===== src/rtl/tw_pkg.sv =====
package tw_pkg;

    typedef enum logic [2:0] {
        ST_IDLE,
        ST_WAIT,
        ST_START,
        ST_BIT,
        ST_STOP
    } tw_state_e;

    localparam logic [3:0] ACK_SLOT = 4'd8;
    localparam logic [1:0] PH_LAST  = 2'd3;

    typedef struct packed {
        logic [6:0] addr;
        logic       rd;
    } tw_head_t;

    typedef struct packed {
        logic scl;
        logic sda;
    } tw_drive_t;

    function automatic logic [7:0] head_byte(input tw_head_t h);
        return {h.addr, h.rd};
    endfunction

endpackage


===== src/rtl/tw_sync.sv =====
module tw_sync #(
    parameter int W = 2
) (
    input  logic         clk,
    input  logic         rst,
    input  logic [W-1:0] d,
    output logic [W-1:0] q
);
    logic [W-1:0] meta;

    always_ff @(posedge clk) begin
        if (rst) begin
            meta <= '1;
            q    <= '1;
        end else begin
            meta <= d;
            q    <= meta;
        end
    end
endmodule


===== src/rtl/tw_tick.sv =====
module tw_tick #(
    parameter int DIV_W = 8
) (
    input  logic             clk,
    input  logic             rst,
    input  logic [DIV_W-1:0] div,
    output logic             tick
);
    logic [DIV_W-1:0] cnt;

    assign tick = (cnt == div);

    always_ff @(posedge clk) begin
        if (rst)       cnt <= '0;
        else if (tick) cnt <= '0;
        else           cnt <= cnt + 1'b1;
    end

    // ticks are spaced by div+1 cycles
    a_r10_tick_spacing: assert property (@(posedge clk) disable iff (rst)
        (tick && div != '0) |=> (!tick || div == '0));
endmodule


===== src/rtl/tw_busmon.sv =====
module tw_busmon #(
    parameter int FREE_CYC = 64,
    parameter int FC_W     = $clog2(FREE_CYC + 1)
) (
    input  logic clk,
    input  logic rst,
    input  logic scl_s,
    input  logic sda_s,
    output logic bus_free
);
    logic            sda_prev;
    logic [FC_W-1:0] hi_cnt;
    logic            stop_seen;

    assign stop_seen = scl_s && sda_s && !sda_prev;

    always_ff @(posedge clk) begin
        if (rst) begin
            sda_prev <= 1'b1;
            hi_cnt   <= '0;
            bus_free <= 1'b0;
        end else begin
            sda_prev <= sda_s;
            if (!scl_s || !sda_s) begin
                hi_cnt   <= '0;
                bus_free <= 1'b0;
            end else if (stop_seen) begin
                bus_free <= 1'b1;
            end else if (hi_cnt == FC_W'(FREE_CYC - 1)) begin
                bus_free <= 1'b1;
            end else begin
                hi_cnt <= hi_cnt + 1'b1;
            end
        end
    end

    // a low line withdraws the free indication
    a_r1_low_line_busy: assert property (@(posedge clk) disable iff (rst)
        (!scl_s || !sda_s) |=> !bus_free);
endmodule


===== src/rtl/tw_master.sv =====
module tw_master
    import tw_pkg::*;
#(
    parameter int DIV_W     = 8,
    parameter int FREE_CYC  = 64,
    parameter int MAX_BYTES = 16,
    parameter int CNT_W     = $clog2(MAX_BYTES + 1)
) (
    input  logic             clk,
    input  logic             rst,
    input  logic [DIV_W-1:0] div,
    input  logic             cmd_start,
    input  logic [6:0]       cmd_addr,
    input  logic             cmd_read,
    input  logic [CNT_W-1:0] cmd_count,
    input  logic [7:0]       wr_data,
    output logic             wr_take,
    output logic [7:0]       rd_data,
    output logic             rd_valid,
    output logic             busy,
    output logic             done,
    output logic             nack_seen,
    output logic             arb_lost,
    input  logic             scl_i,
    input  logic             sda_i,
    output logic             scl_oe,
    output logic             sda_oe
);
    logic [1:0] line_s;
    logic       scl_s, sda_s, tick, bus_free;

    tw_sync #(.W(2)) u_sync (
        .clk(clk), .rst(rst), .d({scl_i, sda_i}), .q(line_s)
    );
    assign scl_s = line_s[1];
    assign sda_s = line_s[0];

    tw_tick #(.DIV_W(DIV_W)) u_tick (
        .clk(clk), .rst(rst), .div(div), .tick(tick)
    );

    tw_busmon #(.FREE_CYC(FREE_CYC)) u_busmon (
        .clk(clk), .rst(rst), .scl_s(scl_s), .sda_s(sda_s), .bus_free(bus_free)
    );

    tw_state_e        st, st_n;
    logic [1:0]       ph, ph_n;
    logic [3:0]       bitn, bitn_n;
    logic [7:0]       sh, sh_n, rdd_n;
    logic             rx, rx_n, is_addr, is_addr_n;
    logic             nack_n, lost_n, done_n, rdv_n;
    logic [CNT_W-1:0] left, left_n, left_dec;
    tw_head_t         head, head_n;
    tw_drive_t        drv_n;

    assign busy = (st != ST_IDLE);

    always_comb begin
        st_n = st;  ph_n = ph;  bitn_n = bitn;  sh_n = sh;
        rx_n = rx;  is_addr_n = is_addr;  left_n = left;  head_n = head;
        nack_n = nack_seen;  lost_n = arb_lost;
        done_n = 1'b0;  rdv_n = 1'b0;  rdd_n = rd_data;  wr_take = 1'b0;
        left_dec = is_addr ? left : left - CNT_W'(1);
        case (st)
            ST_IDLE: if (cmd_start) begin
                head_n = '{addr: cmd_addr, rd: cmd_read};
                left_n = cmd_count;
                nack_n = 1'b0;
                lost_n = 1'b0;
                st_n   = ST_WAIT;
            end
            ST_WAIT: if (bus_free) begin
                st_n = ST_START;
                ph_n = 2'd0;
            end
            ST_START: if (tick) begin
                ph_n = ph + 2'd1;
                if (ph == PH_LAST) begin
                    st_n      = ST_BIT;
                    bitn_n    = 4'd0;
                    sh_n      = head_byte(head);
                    rx_n      = 1'b0;
                    is_addr_n = 1'b1;
                end
            end
            ST_BIT: if (tick) begin
                ph_n = ph + 2'd1;
                if (ph == PH_LAST) begin
                    if (bitn != ACK_SLOT) begin
                        bitn_n = bitn + 4'd1;
                        if (rx) begin
                            sh_n = {sh[6:0], sda_s};
                        end else if (sh[7] && !sda_s) begin
                            lost_n = 1'b1;
                            st_n   = ST_IDLE;
                        end else begin
                            sh_n = {sh[6:0], 1'b0};
                        end
                    end else begin
                        bitn_n = 4'd0;
                        if (rx) begin
                            rdv_n = 1'b1;
                            rdd_n = sh;
                        end
                        if (!rx && sda_s) begin
                            nack_n = 1'b1;
                            st_n   = ST_STOP;
                        end else begin
                            left_n = left_dec;
                            if (left_dec == '0) begin
                                st_n = ST_STOP;
                            end else begin
                                is_addr_n = 1'b0;
                                rx_n      = head.rd;
                                if (!head.rd) begin
                                    sh_n    = wr_data;
                                    wr_take = 1'b1;
                                end
                            end
                        end
                    end
                end
            end
            ST_STOP: if (tick) begin
                ph_n = ph + 2'd1;
                if (ph == PH_LAST) begin
                    st_n   = ST_IDLE;
                    done_n = 1'b1;
                end
            end
            default: st_n = ST_IDLE;
        endcase
    end

    // Line drive for the phase being entered; data holds across phase 0
    always_comb begin
        drv_n = '{scl: 1'b0, sda: 1'b0};
        case (st_n)
            ST_START: drv_n.sda = (ph_n != 2'd0);
            ST_BIT: begin
                drv_n.scl = (ph_n < 2'd2);
                if (ph_n == 2'd0)          drv_n.sda = sda_oe;
                else if (bitn_n != ACK_SLOT) drv_n.sda = rx_n ? 1'b0 : !sh_n[7];
                else                       drv_n.sda = rx_n ? (left_n != CNT_W'(1)) : 1'b0;
            end
            ST_STOP: begin
                drv_n.scl = (ph_n < 2'd2);
                drv_n.sda = (ph_n == 2'd0) ? sda_oe : (ph_n != PH_LAST);
            end
            default: drv_n = '{scl: 1'b0, sda: 1'b0};
        endcase
    end

    always_ff @(posedge clk) begin
        if (rst) begin
            st <= ST_IDLE;  ph <= 2'd0;  bitn <= 4'd0;  sh <= 8'h00;
            rx <= 1'b0;  is_addr <= 1'b0;  left <= '0;  head <= '0;
            nack_seen <= 1'b0;  arb_lost <= 1'b0;  done <= 1'b0;
            rd_valid <= 1'b0;  rd_data <= 8'h00;
            scl_oe <= 1'b0;  sda_oe <= 1'b0;
        end else begin
            st <= st_n;  ph <= ph_n;  bitn <= bitn_n;  sh <= sh_n;
            rx <= rx_n;  is_addr <= is_addr_n;  left <= left_n;  head <= head_n;
            nack_seen <= nack_n;  arb_lost <= lost_n;  done <= done_n;
            rd_valid <= rdv_n;  rd_data <= rdd_n;
            scl_oe <= drv_n.scl;  sda_oe <= drv_n.sda;
        end
    end

    // leaving the wait state needs the free indication
    a_r1_start_when_free: assert property (@(posedge clk) disable iff (rst)
        (st == ST_START && $past(st) == ST_WAIT) |-> $past(bus_free));

    // inside a byte the data enable moves only with the clock held low
    a_r3_data_moves_low_clock: assert property (@(posedge clk) disable iff (rst)
        (st == ST_BIT && $past(st) == ST_BIT && sda_oe != $past(sda_oe))
            |-> (scl_oe && $past(scl_oe)));

    // a loss leaves both lines released
    a_r8_release_on_loss: assert property (@(posedge clk) disable iff (rst)
        $rose(arb_lost) |-> (!scl_oe && !sda_oe && !busy));

    // done only follows a STOP
    a_r11_done_after_stop: assert property (@(posedge clk) disable iff (rst)
        done |-> ($past(st) == ST_STOP && !scl_oe && !sda_oe));
endmodule


===== config.mk =====
export PLATFORM = sky130hd
export DESIGN_NAME = tw_master
export DESIGN_NICKNAME = d
export VERILOG_FILES = /design/src/rtl/tw_pkg.sv /design/src/rtl/tw_sync.sv /design/src/rtl/tw_tick.sv /design/src/rtl/tw_busmon.sv /design/src/rtl/tw_master.sv
export SDC_FILE = /design/constraint.sdc
export NUM_CORES = 1
export LEC_CHECK = 0
export BUFFER_PORTS_ARGS = -buffer_cell sky130_fd_sc_hd__clkbuf_2
export CAP_MARGIN = 0
export CORE_MARGIN = 3
export CORE_UTILIZATION = 57
export DETAILED_ROUTE_END_ITERATION = 6
export PLACE_DENSITY = 0.8
export SETUP_SLACK_MARGIN = 0.2
export SLEW_MARGIN = 0
export SYNTH_ARGS = -nofsm -noshare
export SYNTH_HDL_FRONTEND = slang
export SYNTH_SLANG_ARGS = --single-unit

===== constraint.sdc =====
create_clock -name clk -period 2.5 [get_ports clk]
set_clock_uncertainty 0.05 [all_clocks]
set_input_delay 0.25 -clock clk [delete_from_list [all_inputs] [get_ports clk]]
set_output_delay 0.25 -clock clk [all_outputs]
set_load 0.05 [all_outputs]

==> impl_metrics.tcl, run 1 <==
set metrics [dict create \
    synth_top_area_cell "dfxtp_1" \
    finalNetCount 540 \
    tritoncts "built" \
    path_cells "inv_2, ha_4, buf_4, xor2_2, o2bb2ai_2, a31o_2, nor2_4, nand2_2, nor3_4, buf_8" \
    hold_class "in -> reg" \
    r2r_cells 7 \
    timing.final.crit_share 0.959 \
    track_usage 0.280 \
    die_area_um2 6950 \
    num_vias 3443 \
    die_width_um 83.4 \
    fp-row-count 27 \
    cts.clk_slew.worst_paths_ns 0.07 \
    synth_edf_count 0 \
    min_from "sda_i" \
    crit_path_max_fanout 3 \
    antenna_found_initial 0 \
    post-dp-hpwl_mm 6.33 \
    syn_to_final_growth_pct 34.3 \
    power.leakage_nw 1.91 \
    syn_avg_cell_area_um2 8.39 \
    tns_ns 0 \
    ys_seq_elements 67 \
    synth_area_leaders "dfxtp_1 39%, nor2_1 5.6%, nand2_1 4.2%" \
    clock_path_buffers 2 \
    first_iter_violations 265 \
    min_period_ns 2.40 \
    synth_ff_type "dfxtp_1" \
    ys_warn_count 0 \
    r2r_slack_ns 0.13 \
    r2r-start "st[2]" \
    grt_pass1_wl_mm 15.8 \
    synth.top_cells.by_count "67 x dfxtp_1, 51 x nor2_1, 38 x nand2_1" \
    ys_seq_area_frac 0.393 \
    first_global_vias 3325 \
    cts.sinks 67 \
    numCtsBuffers 9 \
    syn_nets 447 \
    synth.distinct_cells 66 \
    fmax_mhz 417 \
    core_um2 5640 \
    wl_per_cell_um 17.5 \
    insertion_delay_ns 0.35 \
    cts-htree-levels 3 \
    critical_path_arrival_ns 2.10 \
    end_kind "primary output" \
    remaining_drc_errors 0 \
    dpl-instance-area_um2 3920 \
    synthesis.instances 407 \
    slew_violations 0 \
    timing.rr.end "sda_oe" \
    rsz0062_at_grt "yes" \
    start_util 0.605 \
    placement.io_buffers 49 \
    relSlewSlack 0.504 \
    grt_max_degree 37 \
    worstMarginPinSlew_ns 0.740 \
    hold_violations 0 \
    fin_area_um2 4590 \
    io_pins 50 \
    vias_per_cell 5.97 \
    maxCapViolCount 0 \
    drtAntennaViolNets 0 \
    setup_viol 0 \
    synthesis.area_um2 3410 \
    place.gp.congestion 0.880 \
    wirelength_mm 10.1 \
    async_flop_share 0 \
    required_ns 2.20 \
    fin_util 0.813 \
    powerDensity_nw_per_um2 535 \
    status "finished, final reports clean" \
    hold_depth 2 \
    diodes 0 \
    overflow 0 \
    drive_gt1_frac 0.360 \
    peakVddDrop_uv 489 \
    firstDrtPassIters 4 \
    synth_top_area_frac 0.393 \
    slowest_delay_ns 0.37 \
    worst_setup_path_start_kind "flop" \
    chipHeight_um 83.4 \
    synth.most_common_cell "dfxtp_1" \
    crit_slowest_cell "dfxtp_4" \
    worstSetupPathType "reg -> out" \
    root_buffer "clkbuf_8" \
    min_to "u_sync.meta[0]" \
]
[registers in the layout (all words and copies together) (netlist names), 2 cells and up]
signal,cells
rd_data,8
st,3
left,5
u_sync.meta,2
head,8
u_busmon.hi_cnt,7
ph,2
bitn,4
sh,8
u_sync.q,2
u_tick.cnt,8
[how the worst max path moves through the flow]
stage / start / endpoint / slack (ns) / depth (start not counted)
6_report: left[1] / wr_take / 0.10 / 10
3_5_place_dp: u_tick.cnt[2] / sda_oe / -0.005 / 8
5_1_grt: left[0] / wr_take / 0.02 / 8
3_3_place_gp: ph[0] / sda_oe / 0.05 / 8
4_1_cts: left[1] / wr_take / 0.09 / 9
2_1_floorplan: left[0] / wr_take / 0.23 / 8
[power by group]
group	internal, mW	switching, mW	total (mW)
clock	0.619	0.428	1.05
combinational	0.130	0.152	0.282
sequential	1.09	0.0315	1.12
[layout by cell type, fill, tap and decap left out, types with 4 or more instances in the layout]
cell / Yosys / layout
nand2_1: 38 / 37
dfxtp_1: 67 / 58
nor3_2: 2 / 4
and3_1: 10 / 9
xnor2_2: 0 / 6
xnor2_1: 13 / 7
nor2_1: 51 / 49
nand3_1: 19 / 19
nand3b_1: 5 / 5
inv_1: 10 / 9
or2_2: 7 / 7
buf_4: 0 / 47
mux2i_1: 10 / 10
xor2_1: 9 / 8
a221oi_2: 0 / 5
clkbuf_8: 0 / 11
nor3b_1: 4 / 4
nor2b_1: 6 / 6
ha_1: 6 / 4
a21oi_1: 27 / 26
dfxtp_2: 0 / 6
nand4_1: 7 / 7
buf_6: 0 / 4
nor3_1: 24 / 20
a22o_1: 4 / 4
clkbuf_2: 0 / 48
[timing repair]
action,4_1_cts,5_1_grt
buffers inserted,16,7
pin swaps,18,22
endpoints found under the hold margin,0,0
hold buffers,0,0
gates cloned,0,0
setup endpoints to repair,9,11
resized for setup,27,33
[cells by family after synthesis]
group,share of synthesized area
AND/OR/NAND/NOR,0.293
AO/OA/AOI/OAI,0.162
flip-flops,0.393
buffers and inverters,0.0355
XOR/XNOR,0.0564
multiplexers,0.0359
adder cells (fa/ha/maj),0.0249
[area by class of cell]
type                            count  area, um^2
Tap cell                           72        90.1
Multi-Input combinational cell    309        2180
Fill cell                         357        1050
Clock inverter                      5        83.8
Inverter                           12        45.0
Timing Repair Buffer              101         673
Sequential cell                    67        1360
Clock buffer                       11         151
[routing by layer]
metal | GRT usage | wire length [um] | vias to the layer above
met4 | 0.0966 | 237 | 0
li1 | - | - | 1637
met1 | 0.350 | 4170 | 1612
met5 | 0 | 0 | -
met2 | 0.465 | 4910 | 161
met3 | 0.0724 | 782 | 33
[worst max-delay path: cells and delay by family (launching register included)]
kind                       cells  cell delay (ns)
xor gates and xnor gates       1             0.13
adders and majority gates      1             0.15
DFF                            1             0.37
buffers and inverters          3             0.36
AOI/OAI and AO/OA              2             0.35
and+or+nand+nor                3             0.37
[per-stage QoR]
stage	hold slack (ns)	power, mW	instances	setup slack [ns]
final	0.0307	2.45	577	0.103
after global routing	0.0388	2.54	577	0.0210
after CTS	0.0244	2.44	570	0.0872
after detailed placement	0.348	1.37	538	-0.00535
after global placement	0.347	1.37	538	0.0518
after floorplan	0.304	1.29	407	0.226
Note: power is estimated with default switching activity, not from simulation.
==> run 2: changes to the inputs <==
--- a/config.mk
+++ b/config.mk
@@ -8,9 +8,11 @@
 export BUFFER_PORTS_ARGS = -buffer_cell sky130_fd_sc_hd__clkbuf_2
 export CAP_MARGIN = 0
 export CORE_MARGIN = 3
-export CORE_UTILIZATION = 57
+export CORE_UTILIZATION = 59
+export CTS_BUF_LIST = sky130_fd_sc_hd__clkbuf_8
 export DETAILED_ROUTE_END_ITERATION = 6
-export PLACE_DENSITY = 0.8
+export PLACE_DENSITY = 0.82
+export REMOVE_ABC_BUFFERS = 1
 export SETUP_SLACK_MARGIN = 0.2
 export SLEW_MARGIN = 0
 export SYNTH_ARGS = -nofsm -noshare
==> run 2 against run 1 <==
Combinational power is 11% lower; setup slack worse by 0.0051 ns; flip-flop and latch count stayed put; hold slack worse by 0.0089 ns; cell count is 3.8% lower; sequential power hardly changed; wire length is 12% lower; global-route usage is 0.29 points lower; non-clock buffer count is 22 lower; via count is 2.9% lower; maximum frequency is 0.21% lower.
==> impl_metrics.tcl, run 2 (synthesized netlist as in run 1, its figures left out) <==
set metrics [dict create \
    antenna_found_initial 0 \
    r2r-start "left[1]" \
    cts-htree-levels 3 \
    drive_gt1_frac 0.294 \
    power.leakage_nw 1.74 \
    timing.final.crit_share 0.961 \
    worst_setup_path_start_kind "flop" \
    placement.io_buffers 49 \
    swShare 0.267 \
    remaining_drc_errors 0 \
    start_util 0.616 \
    num_vias 3342 \
    maxCapViolCount 0 \
    setup_slack_ns 0.0980 \
    min_period_ns 2.40 \
    numCtsBuffers 9 \
    powerDensity_nw_per_um2 535 \
    finalNetCount 518 \
    grt_pass1_wl_mm 14.2 \
    min_from "scl_i" \
    setup_viol 0 \
    wirelength_mm 8.88 \
    peakVddDrop_uv 415 \
    total_power_mw 2.28 \
    tritoncts "built" \
    layout_common_cells "62 x dfxtp_1, 49 x nor2_1, 48 x clkbuf_2" \
    tns_ns 0 \
    crit_path_max_fanout 6 \
    worstMarginPinSlew_ns 0.699 \
    min_to "u_sync.meta[1]" \
    grt_max_degree 37 \
    p_seq_frac 0.493 \
    status "finished, final reports clean" \
    timing.rr.end "sh[2]" \
    worstSetupPathType "reg -> reg" \
    chipHeight_um 82.1 \
    first_iter_violations 220 \
    fin_util 0.769 \
    preCtsSetupSlack_ns -0.0312 \
    cts.sinks 67 \
    hold_class "in -> reg" \
    r2r_slack_ns 0.1 \
    end_kind "flop" \
    diodes 0 \
    core_um2 5540 \
    p_clk_frac 0.397 \
    io_pins 50 \
    post-dp-hpwl_mm 6.26 \
    final_common_cell "dfxtp_1" \
    rsz0062_at_grt "yes" \
    clock_path_buffers 2 \
    die_area_um2 6740 \
    required_ns 2.68 \
    hold_violations 0 \
    fmax_mhz 416 \
    wl_per_cell_um 16.0 \
    r2r_cells 10 \
    insertion_delay_ns 0.35 \
    grtUsageMet2 0.464 \
    use_met1 0.335 \
    vias_per_cell 6.02 \
    firstDrtPassIters 5 \
    p_sw_mw 0.610 \
    critical_path_arrival_ns 2.59 \
    grt_use_met3 0.0537 \
    slew_violations 0 \
    place.gp.congestion 0.958 \
    first_global_vias 3127 \
    syn_to_final_growth_pct 24.8 \
    track_usage 0.277 \
    grt.busiest_layer "met2" \
    cp-startpoint "left[1]" \
    die_width_um 82.1 \
    drtAntennaViolNets 0 \
    overflow 0 \
    fp-row-count 27 \
    p_int_mw 1.67 \
    cts.clk_slew.worst_paths_ns 0.08 \
    relSlewSlack 0.534 \
    comb_power_share 0.110 \
    hold_depth 2 \
    root_buffer "clkbuf_8" \
]
## run 2: power by group through the flow
stage	combinational [mW]	clock [mW]	sequential, mW
2_1_floorplan	0.130	0	1.14
3_3_place_gp	0.215	0	1.15
3_5_place_dp	0.220	0	1.15
4_1_cts	0.236	0.919	1.12
5_1_grt	0.275	0.972	1.13
6_report	0.251	0.905	1.13
## run 2: cell type report
type / count / area, um^2
inverter: 12 / 45.0
multi-input combinational: 309 / 2100
timing repair buffer: 79 / 480
clock inverter: 7 / 73.8
fill: 409 / 1280
tap: 72 / 90.1
sequential: 67 / 1350
clock buffer: 9 / 124
## run 2: how the worst max path moves through the flow
stage,slack [ns],cells past startpoint,endpoint
6_report,0.1,10,sh[2]
4_1_cts,0.09,9,wr_take
2_1_floorplan,-0.38,6,rd_data[0]
3_3_place_gp,0.06,10,sda_oe
3_5_place_dp,-0.03,10,sda_oe
5_1_grt,-0.02,7,sda_oe
## run 2: critical path, stage by stage, from the launching register on
cell and delay [ns]:
dfxtp_4 0.37, inv_2 0.06, ha_4 0.13, nor4b_4 0.23, xnor2_1 0.13, a31o_2 0.26
nor3_2 0.36, o31ai_1 0.13, buf_4 0.17, a221oi_1 0.30, nor3_1 0.09
## run 2: per-layer routing
| layer | vias up | part of all wire |
|---|---|---|
| li1 | 1600 | - |
| met2 | 129 | 0.49 |
| met4 | 0 | 0.027 |
| met1 | 1589 | 0.43 |
| met3 | 24 | 0.062 |
| met5 | - | 0 |
## run 2: metrics by stage
stage / area, um^2 / instances / hold slack [ns]
6_report: 4260 / 555 / 0.0218
5_1_grt: 4260 / 555 / 0.0251
4_1_cts: 4150 / 552 / 0.0119
3_5_place_dp: 3850 / 532 / 0.346
3_3_place_gp: 3850 / 532 / 0.342
2_1_floorplan: 3340 / 388 / 0.269
## run 2: timing repair
item                                   4_1_cts  5_1_grt
hold buffers                                 0        0
pin swaps                                    8        8
endpoints found under the hold margin        0        0
setup endpoints to repair                    9        8
gates resized for setup                     18       20
setup buffers                                4        3
